===== config.mk =====
export PLATFORM = sky130hd
export DESIGN_NAME = bit_branch_seq
export DESIGN_NICKNAME = d
export VERILOG_FILES = /design/src/rtl/seq_pkg.sv /design/src/rtl/seq_fetch.sv /design/src/rtl/seq_test_sel.sv /design/src/rtl/seq_out_latch.sv /design/src/rtl/bit_branch_seq.sv
export SDC_FILE = /design/constraint.sdc
export NUM_CORES = 1
export LEC_CHECK = 0
export BUFFER_PORTS_ARGS = -buffer_cell sky130_fd_sc_hd__buf_4
export CAP_MARGIN = 20
export CORE_MARGIN = 2
export CORE_UTILIZATION = 41
export DETAILED_ROUTE_END_ITERATION = 6
export PLACE_DENSITY = 0.73
export SLEW_MARGIN = 20
export SYNTH_ARGS = -nofsm -noshare
export SYNTH_HDL_FRONTEND = slang
export SYNTH_SLANG_ARGS = --single-unit

===== constraint.sdc =====
create_clock -name clk -period 1.1 [get_ports clk]
set_input_delay 0.055 -clock clk [delete_from_list [all_inputs] [get_ports clk]]
set_output_delay 0.055 -clock clk [all_outputs]
set_load 0.005 [all_outputs]

===== src/rtl/seq_pkg.sv =====
// Package: shared widths and the phase-one control byte layout for the
// counterless branch sequencer. Assumes an 8-bit memory data path.
package seq_pkg;
    localparam int SLOT_W = 8;
    localparam int SEL_W  = 3;
    localparam int NSEL   = 1 << SEL_W;
    localparam int ADDR_W = SLOT_W + 3;

    typedef struct packed {
        logic             spare;
        logic             wr_bit;
        logic [SEL_W-1:0] lat_addr;
        logic [SEL_W-1:0] test_sel;
    } ctl_byte_t;
endpackage


===== src/rtl/seq_fetch.sv =====
// seq_fetch: holds the slot register and the phase bit, and builds the
// program memory address. Assumes memory data is valid in the same cycle
// as the address (combinational read).
module seq_fetch #(
    parameter int SLOT_W = seq_pkg::SLOT_W,
    localparam int AW    = SLOT_W + 3
) (
    input  logic              clk,
    input  logic              rst_n,
    input  logic              flag,
    input  logic [SLOT_W-1:0] succ_byte,
    output logic              phase,
    output logic [AW-1:0]     mem_addr
);
    logic [SLOT_W-1:0] slot_q;

    // Phase alternates each cycle; slot loads when phase two ends.
    always_ff @(posedge clk) begin
        if (!rst_n) begin
            phase  <= 1'b0;
            slot_q <= '0;
        end else begin
            phase <= ~phase;
            if (phase) slot_q <= succ_byte;
        end
    end

    // Address is {shadow select, slot, phase, flag}.
    always_comb mem_addr = {~rst_n, slot_q, phase, flag};

    p_phase_alt_r3: assert property (@(posedge clk) disable iff (!rst_n)
        1'b1 |=> (phase != $past(phase)));
    p_slot_hold_r5: assert property (@(posedge clk) disable iff (!rst_n)
        !phase |=> $stable(slot_q));
    p_slot_load_r5: assert property (@(posedge clk) disable iff (!rst_n)
        phase |=> (slot_q == $past(succ_byte)));
endmodule


===== src/rtl/seq_test_sel.sv =====
// seq_test_sel: picks one of the test inputs and captures it into the flag
// at the end of phase one. Assumes test_vec is stable around the edge.
module seq_test_sel #(
    parameter int SEL_W = seq_pkg::SEL_W,
    localparam int NSEL = 1 << SEL_W
) (
    input  logic             clk,
    input  logic             rst_n,
    input  logic             phase,
    input  logic [SEL_W-1:0] sel,
    input  logic [NSEL-1:0]  test_vec,
    output logic             flag
);
    logic picked;

    // Selector: one input of the eight.
    always_comb picked = test_vec[sel];

    // Flag capture on the edge ending phase one; hold otherwise.
    always_ff @(posedge clk) begin
        if (!rst_n)      flag <= 1'b0;
        else if (!phase) flag <= picked;
    end

    p_flag_hold_r4: assert property (@(posedge clk) disable iff (!rst_n)
        phase |=> $stable(flag));
    p_flag_take_r4: assert property (@(posedge clk) disable iff (!rst_n)
        !phase |=> (flag == $past(test_vec[sel])));
endmodule


===== src/rtl/seq_out_latch.sv =====
// seq_out_latch: addressable output latch. One bit is written per
// instruction at the end of phase one; the top address has no storage and
// acts as a write sink.
module seq_out_latch #(
    parameter int SEL_W = seq_pkg::SEL_W,
    localparam int NOUT = (1 << SEL_W) - 1
) (
    input  logic             clk,
    input  logic             rst_n,
    input  logic             phase,
    input  logic [SEL_W-1:0] waddr,
    input  logic             wdata,
    output logic [NOUT-1:0]  q
);
    for (genvar i = 0; i < NOUT; i++) begin : g_bit
        // Per-bit storage: write when addressed in phase one.
        always_ff @(posedge clk) begin
            if (!rst_n)
                q[i] <= 1'b0;
            else if (!phase && waddr == SEL_W'(i))
                q[i] <= wdata;
        end
    end

    p_out_hold_r6: assert property (@(posedge clk) disable iff (!rst_n)
        phase |=> $stable(q));
    p_one_bit_r6: assert property (@(posedge clk) disable iff (!rst_n)
        1'b1 |=> ($countones(q ^ $past(q)) <= 1));
    p_sink_r7: assert property (@(posedge clk) disable iff (!rst_n)
        (!phase && waddr == '1) |=> $stable(q));
endmodule


===== src/rtl/bit_branch_seq.sv =====
// bit_branch_seq: top of the counterless one-bit sequencer. Wires the
// fetch, test and latch units, and routes latch bits 5 and 6 back as test
// inputs 6 and 7. Assumes a combinational-read program memory.
module bit_branch_seq (
    input  logic        clk,
    input  logic        rst_n,
    input  logic [7:0]  mem_data,
    input  logic [5:0]  ext_in,
    output logic [10:0] mem_addr,
    output logic [6:0]  out_q
);
    import seq_pkg::*;

    localparam int NOUT = NSEL - 1;
    localparam int NEXT = NSEL - 2;

    ctl_byte_t        ctl;
    logic             phase;
    logic             flag;
    logic [NSEL-1:0]  test_vec;
    logic [NOUT-1:0]  lat_q;

    // Decode the returned byte as a control byte.
    always_comb ctl = ctl_byte_t'(mem_data);

    // Test inputs: external lines below, two latch feedbacks on top.
    always_comb test_vec = {lat_q[NOUT-1], lat_q[NOUT-2], ext_in[NEXT-1:0]};

    seq_fetch #(.SLOT_W(SLOT_W)) i_fetch (
        .clk(clk), .rst_n(rst_n), .flag(flag), .succ_byte(mem_data),
        .phase(phase), .mem_addr(mem_addr)
    );

    seq_test_sel #(.SEL_W(SEL_W)) i_test (
        .clk(clk), .rst_n(rst_n), .phase(phase), .sel(ctl.test_sel),
        .test_vec(test_vec), .flag(flag)
    );

    seq_out_latch #(.SEL_W(SEL_W)) i_latch (
        .clk(clk), .rst_n(rst_n), .phase(phase), .waddr(ctl.lat_addr),
        .wdata(ctl.wr_bit), .q(lat_q)
    );

    always_comb out_q = lat_q;

    p_reset_clear_r1: assert property (@(posedge clk)
        !rst_n |=> (out_q == '0));
    p_shadow_off_r9: assert property (@(posedge clk) disable iff (!rst_n)
        rst_n |-> !mem_addr[10]);
endmodule


After elaboration in Yosys (flattened, before gate mapping)
Index checks and enable logic that the tools add are counted.
Operators by class
  magnitude comparators: 1
  equal/unequal tests: 6
  multiplexer cells: 2
  bitwise gates (word level): 2
  reductions and logical operators: 9
Operators with widths (number)
  3-bit == test, second input constant: 3
  1-bit logical AND: 7
  3-bit by 2-bit == test with 1-bit output, second input constant: 2
  3-bit by 4-bit < comparator with 1-bit output, second input constant: 1
  1-bit binary-select mux with 3-bit select: 1
  3-bit by 1-bit == test with 1-bit output, second input constant: 1
  3-bit logical NOT: 1
  1-bit NOT: 2
  1-bit logical NOT: 1
  1-bit 2-to-1 mux: 1
Storage, ports and cells
  register bits: 17
  input port bits: 16
  output and inout port bits: 18
  word-level logic and storage cells: 30

Longest topological paths before layout
  depth after elaboration: 2
  mapped depth: 5
  mapped depth without buffers: 3

By module
From an unflattened synthesis, not the netlist that was laid out.
Second synthesis, totals
  cells, all modules: 71
  area, all modules: 742.0 µm²
By module, submodules not included
  seq_fetch: instances 1, cells each 30, area each 324.1 µm², sequential area each 180.2 µm²
  seq_out_latch: instances 1, cells each 30, area each 315.3 µm², sequential area each 140.1 µm²
  seq_test_sel: instances 1, cells each 11, area each 102.6 µm², sequential area each 20.0 µm²

Worst setup path after synthesis
Ideal clock, no wire load.
  kind: register to register
  start point: register i_fetch.phase
  end point: register i_latch.q[0]
  setup time: 0.118 ns
  arrival time: 1.051 ns
  required time: 0.982 ns
  slack: -0.069 ns
  stages on the path, launching flop included: 6
  path buffers: 2
  period minus slack after synthesis: 1.169 ns
  cell sequence: dfxtp_1 -> buf_6 -> buf_8 -> nor4_4 -> mux2i_1 -> nor2_1
Between the ends
  cells in the longest elaborated chain, start to end: 2
RTL lines
  start: declaration: line seq_fetch.sv:12  | output logic phase,
  start signal: assignment: line seq_fetch.sv:23  | phase <= ~phase;
  1-bit logical NOT: line seq_out_latch.sv:20  | else if (!phase && waddr == SEL_W'(i))
  1-bit logical AND: line seq_out_latch.sv:20
  end signal: indexed assignment: line seq_out_latch.sv:21  | q[i] <= wdata;
  end: declaration: line seq_out_latch.sv:13  | output logic [NOUT-1:0] q
Every way passes these cells.
A chain may end at the register's enable or synchronous reset.

Worst setup path after layout
  start point: register i_fetch.phase
  end point: register i_latch.q[6]
Same word-level chain as after synthesis.

==> results.tsv <==
stage	metric	value	unit
run_status	outcome	finished with violations	
run_status	violations	negative setup slack	
clocking	cts.clk_slew.worst_paths	100	ps
global_routing	grt_first_pass_wirelength	2566	um
synth	synth_top_cell_area_share	0.4283	
clocking	htreeDepth	1	
cells_and_area	nets	128	
global_routing	track_usage	0.1655	
die	die-area	0.002306	sq mm
place	place.gp.congestion	0.7427	
synth	yosysTopAreaCell	dfxtp_1	
power_and_ir_drop	ir_worst_vdd	0.0007363	V
synth	synth_cells	71	
cells_and_area	fin_area	0.001176	sq mm
die	fp-row-count	15	
routing	remaining_drc_errors	0	
die	ios	34	
die	die_w	48.02	um
global_routing	grt_pass1_vias	597	
place	hpwl	1353	um
sta	final_max_slew_viol_count	0	
sta	setup_viol	2	
setup_path	start_kind	flip-flop	
global_routing	antenna_found_initial	0	
routing	routed-via-count	666	
routing	drtIter0Drc	6	
clocking	cts_tree	done	
synth	netlist_top_cells_area	dfxtp_1, mux2i_1, nor2_1, nor4b_2, and4bb_2	
power_and_ir_drop	leakage	0.0005288	uW
synth	syn_nets	87	
die	core	0.001783	sq mm
sta	fin_skew	2.242	ps
routing	drt.antenna.violating_nets	0	
synth	ys_types	20	
die	die_h	48.02	um
clocking	clock_sinks	17	
cells_and_area	num_antenna_cells	0	
setup_path	cp-end-kind	flip-flop	
cells_and_area	syn2layout_area_growth	48.03	%
sta	max_freq	890.1	MHz
global_routing	grt_max_degree	10	
cells_and_area	fill_cells	154	
routing	firstDrtPassIters	4	
sta	rsz0062_at_grt	yes	
setup_path	path_class	reg2reg	
flow_run	max_cap_viol_count	0	
power_and_ir_drop	power_density	1097	mW/mm^2
cells_and_area	drive_gt1_frac	0.4955	
sta	fin_crit	1123	ps
routing	wl	1838	um
clocking	clk_latency	280	ps
synth	ys_seq_area_frac	0.4283	
global_routing	grt_overflow	0	
sta	tightest_slew	216.6	ps
power_and_ir_drop	p_total	1290	uW
die	initial_core_util	0.4456	
min_path	hold_path_class	in2reg	
place	numPortBuffers	33	
setup_path	crit_required	1290	ps
place	place_area	0.001069	sq mm
sta	worst_slack	-23.43	ps
clocking	ctsLongestPathBuffers	2	
clocking	numCtsBuffers	3	
sta	slew_headroom	0.8545	
synth	synth_warnings	0	
routing	via_per_inst	4.897	
sta	setup_tns	-41.46	ps
setup_path	cp.arrival	1310	ps
synth	synth_seq_cells	17	
sta	hold_viol	0	
sta	finalCritPeriodShare	1.021	
synth	syn_area	794.5	sq um
clocking	cts_root_buffer	clkbuf_4	
synth	synth_area_per_cell	11.19	sq um
setup_path	path_max_fanout	4	
routing	wl_per_cell	13.51	um
## layer usage
layer,up-vias,global-route usage,part of all wire
met4,0,0.1189,0.016
met1,314,0.1705,0.38
met5,-,0,0
met2,19,0.2933,0.56
met3,4,0.03396,0.042
li1,329,-,-
## cell usage in the layout (no fill, tap or decap), drive strengths merged
master / n
and2b: 1
mux2i: 16
buf: 42
nor4: 1
nor2: 16
nand3: 1
clkbuf: 4
and4bb: 3
o21ai: 1
mux2: 1
dfxtp: 17
o31ai: 1
nand2b: 1
and3: 1
mux4: 1
nor4b: 3
inv: 1
## state kept, by name (all words and copies together), names as in the netlist
| name | flops |
|---|---|
| i_fetch.slot_q | 8 |
| i_latch.q | 7 |
| i_fetch.phase | 1 |
| i_test.flag | 1 |
## final cells by class
type,instances,area [sq um],share of cell area
well taps,25,31.28,0.02660
repair buffers,42,346.6,0.2947
multi-input cells,47,426.7,0.3628
inverters,1,3.754,0.003191
clock buffers,4,26.28,0.02234
flip-flops and latches,17,341.6,0.2904
## Yosys cell counts (all sizes together)
| master | number |
|---|---|
| dfxtp | 17 |
| mux2i | 16 |
| nor2 | 16 |
| buf | 5 |
| and4bb | 3 |
| nor4b | 3 |
| and2b | 1 |
| and3 | 1 |
| clkbuf | 1 |
| inv | 1 |
| mux2 | 1 |
| mux4 | 1 |
| nand2b | 1 |
| nand3 | 1 |
| nor4 | 1 |
| o21ai | 1 |
| o31ai | 1 |
## per-stage QoR
step | utilization | hold slack [ps] | std cells | worst slack [ps]
after floorplan | - | 198.9 | 71 | 32.39
after global placement | 0.5993 | 298.6 | 129 | -1.494
after detailed placement | 0.5993 | 309.8 | 129 | -11.97
after CTS | 0.6484 | 4.303 | 136 | -16.04
after global routing | 0.6596 | 17.46 | 136 | -45.11
final | 0.6596 | 6.351 | 136 | -23.43
## worst paths after layout
kind	start	to	slack, ps	cells past startpoint
setup / recovery	i_fetch.phase	i_latch.q[6]	-20	4
hold / removal	mem_data[7]	i_fetch.slot_q[7]	6	3
setup reg to reg	i_fetch.phase	i_latch.q[6]	-20	4
hold reg to reg	i_test.flag	i_test.flag	500	2
## report_power, final
| group | internal (uW) | total [uW] | switching [uW] |
|---|---|---|---|
| sequential | 647 | 664 | 17.2 |
| combinational | 173 | 289 | 116 |
| clock | 141 | 337 | 196 |
| total | 961 | 1290 | 329 |
## repair_timing
item,CTS,global route
hold buffers,0,0
setup endpoints to repair,5,12
pin swaps,1,6
setup buffers,3,0
gates resized for setup,5,4
## cell families (layout without fill, tap and decap cells)
family	count (synthesis)	after routing	synth area share
AOI/OAI and AO/OA	2	2	0.01575
buffers and inverters	7	47	0.06769
DFF	17	17	0.4284
muxes	18	18	0.2488
and+or+nand+nor	27	27	0.2394
## critical path: stages (launching register included)
cell and delay (ps):
dfxtp_2 350, buf_4 150, and4bb_2 290, mux2i_1 180
nor2_1 50
Note: power is estimated with default switching activity, not from simulation.
